`src/rtl/xlat_pkg.sv`:
```
package xlat_pkg;

    typedef enum logic [1:0] {
        ACC_LOAD  = 2'd0,
        ACC_STORE = 2'd1,
        ACC_FETCH = 2'd2
    } acc_kind_e;

    localparam int PERM_RD = 0;
    localparam int PERM_WR = 1;
    localparam int PERM_EX = 2;

    localparam int STORE_BIT = 10;

    // Status code layout: {1'b1, 2'b00, miss, fetch}
    localparam logic [2:0] CODE_TOP = 3'b100;

endpackage

```
`src/rtl/xlat_table.sv`:
```
module xlat_table #(
    parameter int VPN_W   = 20,
    parameter int ENTRIES = 4,
    parameter int SPAN_W  = 2,
    localparam int IDX_W  = (ENTRIES > 1) ? $clog2(ENTRIES) : 1
) (
    input  logic             clk,
    input  logic             rst_n,
    input  logic             wr_en,
    input  logic [IDX_W-1:0] wr_idx,
    input  logic             wr_valid,
    input  logic [VPN_W-1:0] wr_vbase,
    input  logic [VPN_W-1:0] wr_pbase,
    input  logic [SPAN_W-1:0] wr_span,
    input  logic [2:0]       wr_perm,
    input  logic [VPN_W-1:0] lk_vpn,
    input  logic [2:0]       lk_need,
    output logic             lk_hit,
    output logic             lk_perm_ok,
    output logic [VPN_W-1:0] lk_ppn
);

    logic [ENTRIES-1:0] val_d, val_q;
    logic [VPN_W-1:0]   vb_d [ENTRIES];
    logic [VPN_W-1:0]   vb_q [ENTRIES];
    logic [VPN_W-1:0]   pb_d [ENTRIES];
    logic [VPN_W-1:0]   pb_q [ENTRIES];
    logic [SPAN_W-1:0]  sp_d [ENTRIES];
    logic [SPAN_W-1:0]  sp_q [ENTRIES];
    logic [2:0]         pm_d [ENTRIES];
    logic [2:0]         pm_q [ENTRIES];

    always_comb begin
        val_d = val_q;
        vb_d  = vb_q;
        pb_d  = pb_q;
        sp_d  = sp_q;
        pm_d  = pm_q;
        if (wr_en) begin
            val_d[wr_idx] = wr_valid;
            vb_d[wr_idx]  = wr_vbase;
            pb_d[wr_idx]  = wr_pbase;
            sp_d[wr_idx]  = wr_span;
            pm_d[wr_idx]  = wr_perm;
        end
    end

    always_ff @(posedge clk) begin
        if (!rst_n) begin
            val_q <= '0;
            for (int i = 0; i < ENTRIES; i++) begin
                vb_q[i] <= '0;
                pb_q[i] <= '0;
                sp_q[i] <= '0;
                pm_q[i] <= '0;
            end
        end else begin
            val_q <= val_d;
            vb_q  <= vb_d;
            pb_q  <= pb_d;
            sp_q  <= sp_d;
            pm_q  <= pm_d;
        end
    end

    // Per-entry match: compare every page bit above the entry's span
    logic [ENTRIES-1:0] match;

    for (genvar g = 0; g < ENTRIES; g++) begin : g_ent
        logic [VPN_W-1:0] above_span;
        assign above_span = (lk_vpn ^ vb_q[g]) >> sp_q[g];
        assign match[g]   = val_q[g] && (above_span == '0);
    end

    // Lowest index wins
    logic [IDX_W-1:0] sel;

    always_comb begin
        sel = '0;
        for (int i = ENTRIES - 1; i >= 0; i--) begin
            if (match[i]) sel = IDX_W'(i);
        end
    end

    assign lk_hit     = |match;
    assign lk_perm_ok = |(pm_q[sel] & lk_need);
    assign lk_ppn     = pb_q[sel] + (lk_vpn - vb_q[sel]);

endmodule

```
`src/rtl/xlat_esr_enc.sv`:
```
module xlat_esr_enc
    import xlat_pkg::*;
#(
    parameter int ESR_W = 32
) (
    input  logic             is_miss,
    input  logic [1:0]       kind,
    output logic [ESR_W-1:0] esr
);

    logic is_fetch;
    logic is_store;

    assign is_fetch = (kind == ACC_FETCH);
    assign is_store = (kind == ACC_STORE);

    always_comb begin
        esr            = '0;
        esr[4:0]       = {CODE_TOP, is_miss, is_fetch};
        esr[STORE_BIT] = is_store;
    end

endmodule

```
`src/rtl/xlat_fault_unit.sv`:
```
module xlat_fault_unit
    import xlat_pkg::*;
#(
    parameter int AW        = 32,
    parameter int PAGE_BITS = 12,
    parameter int ENTRIES   = 4,
    parameter int SPAN_W    = 2,
    parameter int ESR_W     = 32,
    localparam int VPN_W    = AW - PAGE_BITS,
    localparam int IDX_W    = (ENTRIES > 1) ? $clog2(ENTRIES) : 1
) (
    input  logic              clk,
    input  logic              rst_n,
    input  logic              cfg_mmu_present,
    input  logic              cfg_full_cfg,
    input  logic              cfg_ext_mmu,
    input  logic              vm_enable,
    input  logic              req_valid,
    input  logic [1:0]        req_kind,
    input  logic [AW-1:0]     req_vaddr,
    input  logic              exc_ack,
    input  logic              tbl_wr_en,
    input  logic [IDX_W-1:0]  tbl_wr_idx,
    input  logic              tbl_wr_valid,
    input  logic [VPN_W-1:0]  tbl_wr_vbase,
    input  logic [VPN_W-1:0]  tbl_wr_pbase,
    input  logic [SPAN_W-1:0] tbl_wr_span,
    input  logic [2:0]        tbl_wr_perm,
    output logic [AW-1:0]     phys_addr,
    output logic              xlat_ok,
    output logic              mmu_fault,
    output logic [AW-1:0]     fault_ear,
    output logic [ESR_W-1:0]  fault_esr,
    output logic              fault_fatal
);

    typedef struct packed {
        logic             fault;
        logic             fatal;
        logic             pending;
        logic [AW-1:0]    ear;
        logic [ESR_W-1:0] esr;
    } st_t;

    st_t st_d, st_q;

    logic             xlat_on;
    logic [VPN_W-1:0] vpn;
    logic [2:0]       need;
    logic             hit;
    logic             perm_ok;
    logic [VPN_W-1:0] ppn;
    logic             miss;
    logic             prot;
    logic             flt;
    logic [ESR_W-1:0] esr_new;
    logic             pend_eff;
    logic             pending_q;

    assign xlat_on = cfg_mmu_present && vm_enable && !(cfg_full_cfg && !cfg_ext_mmu);
    assign vpn     = req_vaddr[AW-1:PAGE_BITS];

    always_comb begin
        need = '0;
        unique case (req_kind)
            ACC_FETCH: need[PERM_EX] = 1'b1;
            ACC_STORE: need[PERM_WR] = 1'b1;
            default:   need[PERM_RD] = 1'b1;
        endcase
    end

    xlat_table #(
        .VPN_W   (VPN_W),
        .ENTRIES (ENTRIES),
        .SPAN_W  (SPAN_W)
    ) u_table (
        .clk        (clk),
        .rst_n      (rst_n),
        .wr_en      (tbl_wr_en),
        .wr_idx     (tbl_wr_idx),
        .wr_valid   (tbl_wr_valid),
        .wr_vbase   (tbl_wr_vbase),
        .wr_pbase   (tbl_wr_pbase),
        .wr_span    (tbl_wr_span),
        .wr_perm    (tbl_wr_perm),
        .lk_vpn     (vpn),
        .lk_need    (need),
        .lk_hit     (hit),
        .lk_perm_ok (perm_ok),
        .lk_ppn     (ppn)
    );

    assign miss = xlat_on && !hit;
    assign prot = xlat_on && hit && !perm_ok;
    assign flt  = req_valid && (miss || prot);

    xlat_esr_enc #(
        .ESR_W (ESR_W)
    ) u_enc (
        .is_miss (miss),
        .kind    (req_kind),
        .esr     (esr_new)
    );

    assign phys_addr = {(xlat_on ? ppn : vpn), {PAGE_BITS{1'b0}}};
    assign xlat_ok   = req_valid && !(miss || prot);

    assign pend_eff = st_q.pending && !exc_ack;

    always_comb begin
        st_d         = st_q;
        st_d.fault   = 1'b0;
        st_d.fatal   = 1'b0;
        st_d.pending = pend_eff;
        if (flt) begin
            if (pend_eff) begin
                st_d.fatal = 1'b1;
            end else begin
                st_d.fault   = 1'b1;
                st_d.pending = 1'b1;
                st_d.ear     = req_vaddr;
                st_d.esr     = esr_new;
            end
        end
    end

    always_ff @(posedge clk) begin
        if (!rst_n) st_q <= '0;
        else        st_q <= st_d;
    end

    assign pending_q   = st_q.pending;
    assign mmu_fault   = st_q.fault;
    assign fault_fatal = st_q.fatal;
    assign fault_ear   = st_q.ear;
    assign fault_esr   = st_q.esr;

endmodule

```
`config.mk`:
```
export PLATFORM = sky130hd
export DESIGN_NAME = xlat_fault_unit
export DESIGN_NICKNAME = d
export VERILOG_FILES = /design/src/rtl/xlat_pkg.sv /design/src/rtl/xlat_table.sv /design/src/rtl/xlat_esr_enc.sv /design/src/rtl/xlat_fault_unit.sv
export SDC_FILE = /design/constraint.sdc
export NUM_CORES = 1
export LEC_CHECK = 0
export BUFFER_PORTS_ARGS = -buffer_cell sky130_fd_sc_hd__clkbuf_2
export CORE_ASPECT_RATIO = 1.75
export CORE_MARGIN = 3
export CORE_UTILIZATION = 25
export CTS_CLUSTER_SIZE = 25
export DETAILED_ROUTE_END_ITERATION = 7
export SYNTH_ARGS = -nofsm -noshare
export SYNTH_HDL_FRONTEND = slang
export SYNTH_SLANG_ARGS = --single-unit
```
`constraint.sdc`:
```
create_clock -name clk -period 14.5 [get_ports clk]
set_input_delay 2.175 -clock clk [delete_from_list [all_inputs] [get_ports clk]]
set_output_delay 2.175 -clock clk [all_outputs]
set_load 0.02 [all_outputs]
```
==> results of run 1 <==
## power groups by stage
stage               registers (mW)  logic (mW)  clock network, mW
CTS                          0.649       0.285              0.629
finish                       0.650       0.284              0.611
global route                 0.652       0.307              0.649
floorplan                    0.665       0.182                  0
global placement             0.662       0.282                  0
detailed placement           0.663       0.284                  0
## tightest hold or removal path: cells and delay by family (launching register included)
kind	cells	cell delay, ns
flops	1	0.31
compound gates	1	0.05
buf+inv	1	0.05
## state kept, by name, summed over array words and instances (netlist names)
| register | count |
|---|---|
| fault_ear | 32 |
| fault_esr | 4 |
| fault_fatal | 1 |
| mmu_fault | 1 |
| pending_q | 1 |
| u_table.pb_q | 80 |
| u_table.pm_q | 12 |
| u_table.sp_q | 8 |
| u_table.val_q | 4 |
| u_table.vb_q | 80 |
## final timing paths
check                         endpoint
max                      phys_addr[28]
min          fault_esr[4]$_SDFFE_PN0P_
max reg2reg  fault_esr[1]$_SDFFE_PN0P_
min reg2reg  fault_esr[4]$_SDFFE_PN0P_
## synthesized netlist by cell type, types with 2 or more instances
cell type    n  share of area, %
nor3_1       8              0.32
mux2_2      40               3.6
fa_1        19               3.1
a31oi_1      4              0.20
nand3b_1     3              0.18
nor3b_1      3              0.18
or3_1        3              0.15
nor2b_1      8              0.40
o211ai_1     2              0.12
dfxtp_1    223                36
nand2b_1     4              0.20
nand4_1     10              0.51
a211oi_1     7              0.42
mux2i_1     82               6.6
ha_1        22               2.2
nor4_1      17              0.86
xnor2_1     38               2.7
nand2_1    495                15
nand4b_1     3              0.21
clkbuf_1    83               2.5
nor2_1      42               1.3
nand3_1     14              0.57
buf_6        6              0.55
a21oi_1    212               8.6
or4_1        4              0.24
inv_1       14              0.42
o21ai_0     44               1.8
and2_1       2              0.10
buf_4       42               2.5
or2_2        3              0.15
buf_2       10              0.40
and3_1       4              0.20
buf_1       10              0.30
a21o_1       4              0.24
xor2_1      59               4.2
nor4b_1      5              0.35
nor4_2       4              0.40
o31ai_1      4              0.24
## cell families (layout without fill, tap and decap cells)
family,after synthesis,in the layout,share of synthesized area [%]
AND/OR/NAND/NOR,636,636,21.6
AO/OA/AOI/OAI,292,292,12.9
flip-flops,223,223,36.1
buffers and inverters,166,221,6.78
multiplexers,123,123,10.4
XOR/XNOR,97,97,6.87
adder cells (fa/ha/maj),41,41,5.30
other,1,43,0.0303
## stage by stage
step / hold WS, ns / cells / area [µm²] / utilization, % / worst slack, ns
6_report: 0.453 / 2330 / 14200 / 29.1 / 3.36
4_1_cts: 0.454 / 2327 / 14200 / 29.1 / 3.37
2_1_floorplan: 0.431 / 1618 / 12500 / - / 4.63
3_3_place_gp: 0.436 / 2285 / 13500 / 27.5 / 3.45
3_5_place_dp: 0.444 / 2285 / 13500 / 27.5 / 3.40
5_1_grt: 0.466 / 2330 / 14200 / 29.1 / 2.89
## routing by layer
layer,wire (µm),up-vias,GRT usage (%)
met5,0,-,0
met4,3200,0,10.9
met3,2090,113,1.81
met2,22600,417,30.0
met1,16800,5211,18.1
li1,-,5337,-
## cell type report
class	instances	area, µm²	area share [%]
Clock buffer	30	662	4.65
Antenna cell	3	7.51	0.0528
Sequential cell	223	4460	31.4
Clock inverter	12	100	0.704
Inverter	15	58.8	0.414
Multi-Input combinational cell	1229	7250	51.0
Tap cell	654	818	5.75
Timing Repair Buffer	164	858	6.04
## placed cells by master (no fill, tap or decap), types with 5 or more instances in the layout
master | synthesis | layout
buf_4 | 42 | 15
inv_1 | 14 | 14
nor4_1 | 17 | 17
nor3_1 | 8 | 8
xor2_1 | 59 | 59
clkbuf_2 | 0 | 148
clkinv_2 | 0 | 7
nor2_1 | 42 | 41
dfxtp_1 | 223 | 223
nand4_1 | 10 | 10
a21oi_1 | 212 | 212
fa_1 | 19 | 19
nor2b_1 | 8 | 8
conb_1 | 1 | 40
nand3_1 | 14 | 13
xnor2_1 | 38 | 38
a211oi_1 | 7 | 6
nand2_1 | 495 | 495
nor4b_1 | 5 | 5
mux2_2 | 40 | 40
ha_1 | 22 | 22
clkbuf_16 | 0 | 23
clkbuf_8 | 0 | 6
o21ai_0 | 44 | 44
mux2i_1 | 82 | 82
==> results_dict.tcl, run 1 <==
set metrics [dict create \
    status "completed" \
    pwr-share-clk_pct 39.6 \
    rrSetupSlack_ns 9.50 \
    ys_seq_area_share_pct 36.1 \
    clock_latency_ns 0.54 \
    post-route-period-util_pct 76.8 \
    synthCells 1579 \
    nets 1788 \
    fmax_mhz 89.7 \
    cp.depth 24 \
    setup_viol 0 \
    clkSinkCount 223 \
    synthArstFlopShare_pct 0 \
    htree_levels 1 \
    max-slew-margin-rel_pct 22.5 \
    tightest_slew_ns 1.16 \
    drv_slew 0 \
    synth_edf_count 0 \
    layout-drive-gt1-share_pct 15.8 \
    p_switching_mw 0.477 \
    dieHeight_um 300 \
    hold_violations 0 \
    port_buffers 149 \
    rsz0062_at_grt "no" \
    synth-seq-cells 223 \
    period_needed_ns 11.14 \
    drc 0 \
    cap_viol_max_count 0 \
    grt_max_degree 111 \
    die_area_um2 52300 \
    initial_core_util_pct 25.3 \
    cts_resized 0 \
    synth.avg_cell_area_um2 7.83 \
    routed_wl_mm 44.6 \
    rr_startpoint "u_table.vb_q[64]$_SDFFE_PN0P_" \
    yosysWarnings 0 \
    syn-cell-area_um2 12400 \
    wl_per_cell_um 19.2 \
    setup_tns_ns 0 \
    cp_slowest_cell "nor4_2" \
    critPathTopFamily "compound AO/OA/AOI/OAI gates" \
    grt_pass1_wl_mm 66.9 \
    arrival_ns 8.97 \
    root_buffer "clkbuf_16" \
    r2r_cells 12 \
    grtUsageTotal_pct 16.5 \
    swShare_pct 30.9 \
    ant_nets 0 \
    grt_pass1_vias 10900 \
    p_leak_nw 5.97 \
    worstPathRequired_ns 12.32 \
    power_mw 1.54 \
    cp-end-kind "output pin" \
    timing.critical_path.buf_inv 3 \
    post_cts_buffers 0 \
    cp-startpoint "req_vaddr[16]" \
    p_int_mw 1.07 \
    place_hpwl_mm 32.0 \
    overflow 0 \
    min_path_type "reg -> reg" \
    vias_per_cell 4.75 \
    core_um2 48900 \
    worstSetupPathType "in -> out" \
    synth_ff_type "dfxtp_1" \
    ys_types 60 \
    dr.pass1.iters 6 \
    area_delta_synth_final_pct 15.0 \
    cp_max_fo 31 \
    peakVddDrop_uv 81.1 \
    combPwrFrac_pct 18.4 \
    power.sequential.fraction_pct 42.1 \
    cp_common_cell "o21ai_0" \
    cts_inserted_buffers 23 \
    hold_start "fault_esr[4]$_SDFFE_PN0P_" \
    gp_congestion 0.926 \
    fillers 5252 \
    vias 11100 \
    clock_skew_ns 0.0115 \
    crit_chain "clkbuf_2 -> xor2_1 -> nor4_1 -> nand3_1 -> nor4_2 -> a21o_4 -> mux2_2 -> nor2_1 -> a21oi_1 -> fa_1 -> inv_1 -> fa_1 -> nor2b_1 -> o21ai_0 -> a21boi_0 -> o21ai_0 -> a211oi_1 -> nor3_1 -> o31ai_1 -> o21a_1 -> nor2_1 -> xor2_1 -> o21ai_0 -> clkbuf_2" \
    die_w_um 174 \
    cts_tree "built" \
    clk_pin_slew_ns 0.06 \
    worst_path_largest_cell_delay_ns 0.81 \
    rows 107 \
    drtIter0Drc 817 \
    clockBufferDepth 3 \
    critPathLaunchType "input pin" \
    powerDensity_nw_per_um2 109 \
    antenna_found_initial 3 \
    pin_count 190 \
    cts_hold_buf 0 \
    whs_path_depth 2 \
]
No activity file was read; power rests on OpenSTA's default activity.
==> run 2, diff against run 1 <==
- clock period: 14.5 -> 10.45 ns (I/O delays scaled with it)
==> run 2 against run 1 <==
  * Clock skew increased by 0.00055 ns
  * First-iteration DRC count decreased by 12%
  * Sequential share of layout area about the same
  * Global-route usage decreased by 0.083 points
  * Non-clock buffer count increased by 5
  * Design area about the same
  * Sequential power increased by 39%
  * Power increased by 39%
  * Count of clock-buffer cells in the layout decreased by 2
  * Via count decreased by 0.88%
  * Hold slack got worse by 0.00053 ns
  * Sequential cell count unchanged
  * Critical endpoint is now phys_addr[30]
==> results_dict.tcl, run 2 (synthesis results as in run 1) <==
set metrics [dict create \
    status "completed" \
    clock_latency_ns 0.54 \
    clockBufferDepth 3 \
    powerDensity_nw_per_um2 150 \
    cp_max_fo 34 \
    multi_input_area_um2 7250 \
    setup_viol 0 \
    cts_hold_buf 0 \
    setup_tns_ns 0 \
    rows 107 \
    post_cts_buffers 0 \
    tightest_slew_ns 0.930 \
    hold_slack_ns 0.452 \
    pin_count 190 \
    grt_max_degree 78 \
    root_buffer "clkbuf_16" \
    cts_inserted_buffers 23 \
    period_needed_ns 9.78 \
    timing.critical_path.to "phys_addr[30]" \
    worstPathRequired_ns 8.88 \
    final_common_cell "nand2_1" \
    peakVddDrop_uv 96.3 \
    r2r_cells 12 \
    grtUsageTotal_pct 16.4 \
    area_delta_synth_final_pct 15.1 \
    grt_pass1_wl_mm 66.2 \
    arrival_ns 8.21 \
    vias 11000 \
    initial_core_util_pct 25.3 \
    clk_pin_slew_ns 0.06 \
    gp_congestion 0.920 \
    fillers 5253 \
    rr_startpoint "u_table.vb_q[35]$_SDFFE_PN0P_" \
    overflow 0 \
    wl_per_cell_um 19.2 \
    post-route-period-util_pct 93.6 \
    cts_tree "built" \
    nets 1793 \
    die_w_um 174 \
    htree_levels 1 \
    core_um2 48900 \
    regArea_um2 4460 \
    min_path_type "reg -> reg" \
    die_area_um2 52300 \
    drtIter0Drc 719 \
    worstSetupPathType "in -> out" \
    fin_area_um2 14200 \
    grt_pass1_vias 10900 \
    dieHeight_um 300 \
    clkSinkCount 223 \
    cap_viol_max_count 0 \
    post-route-util_pct 29.1 \
    p_leak_nw 5.98 \
    drc 0 \
    cp-startpoint "req_vaddr[21]" \
    most-common-layout-cells "495 x nand2_1, 223 x dfxtp_1, 212 x a21oi_1, 148 x clkbuf_2, 82 x mux2i_1" \
    rrSetupSlack_ns 5.86 \
    vias_per_cell 4.71 \
    clock_skew_ns 0.0120 \
    antenna_found_initial 2 \
    ant_nets 0 \
    layout-drive-gt1-share_pct 15.8 \
    place_area_um2 13500 \
    critPathLaunchType "input pin" \
    place_hpwl_mm 32.1 \
    drv_slew 0 \
    max-slew-margin-rel_pct 38.0 \
    routed_wl_mm 44.7 \
    r2r_end "fault_esr[1]$_SDFFE_PN0P_" \
    fmax_mhz 102 \
    port_buffers 149 \
    dr.pass1.iters 5 \
    hold_violations 0 \
    rsz0062_at_grt "no" \
    hold_start "fault_esr[4]$_SDFFE_PN0P_" \
    cts_resized 0 \
    cp-end-kind "output pin" \
]
## run 2: cell count changes in the layout (fill, tap and decap cells not counted), moves of 2 or more
cell / before / now
buf_4: 15 / 20
clkinv_4: 2 / 0
clkinv_2: 7 / 4
diode_2: 3 / 1
clkbuf_8: 6 / 3
## run 2: critical path: stages
cell and delay (ns):
clkbuf_2 0.23, xor2_1 0.26, nor4_2 0.30, nand3_1 0.18
nor4_2 0.79, a211o_1 0.32, buf_4 0.40, nand2_1 0.08
o21ai_0 0.12, fa_1 0.46, ha_1 0.34, nor2b_1 0.15
o21ai_0 0.22, a21boi_0 0.20, o21ai_0 0.53, a211oi_1 0.16
buf_4 0.18, nor3_1 0.30, o31ai_1 0.18, or4_1 0.44
a31oi_1 0.23, xor2_1 0.26, o21ai_0 0.11, clkbuf_2 0.18
## run 2: worst min-delay path by stage
stage,to,slack [ns],cells past startpoint
after CTS,fault_esr[4]$_SDFFE_PN0P_,0.45,2
after global placement,fault_esr[4]$_SDFFE_PN0P_,0.43,2
after global routing,fault_esr[4]$_SDFFE_PN0P_,0.47,2
after floorplan,u_table.pm_q[1]$_SDFFE_PN0P_,0.43,2
after detailed placement,fault_esr[4]$_SDFFE_PN0P_,0.44,2
final,fault_esr[4]$_SDFFE_PN0P_,0.45,2
## run 2: layout make-up
| class | instances | share of cell area (%) |
|---|---|---|
| Clock buffer | 28 | 4.39 |
| Timing Repair Buffer | 169 | 6.30 |
| Inverter | 15 | 0.413 |
| Multi-Input combinational cell | 1229 | 50.9 |
| Clock inverter | 10 | 0.818 |
| Antenna cell | 1 | 0.0176 |
| Tap cell | 654 | 5.75 |
| Sequential cell | 223 | 31.4 |
## run 2: power breakdown
part	internal, mW	total (mW)	leakage (nW)	switching [mW]
Sequential	0.880	0.901	1.81	0.0202
Clock	0.476	0.848	0.367	0.372
Combinational	0.127	0.392	3.80	0.265
## run 2: routing by layer
metal | up-vias | part of all wire (%) | global-route usage (%)
li1 | 5332 | - | -
met1 | 5190 | 38 | 17.5
met2 | 356 | 52 | 30.6
met3 | 101 | 4.3 | 2.02
met4 | 2 | 6.5 | 9.91
met5 | - | 0.034 | 0
## run 2: metrics by stage
| stage | power, mW | worst slack [ns] | instances |
|---|---|---|---|
| 2_1_floorplan | 1.17 | 1.80 | 1618 |
| 3_3_place_gp | 1.31 | 0.792 | 2290 |
| 3_5_place_dp | 1.31 | 0.795 | 2290 |
| 4_1_cts | 2.17 | 0.734 | 2328 |
| 5_1_grt | 2.23 | 0.360 | 2329 |
| 6_report | 2.14 | 0.673 | 2329 |
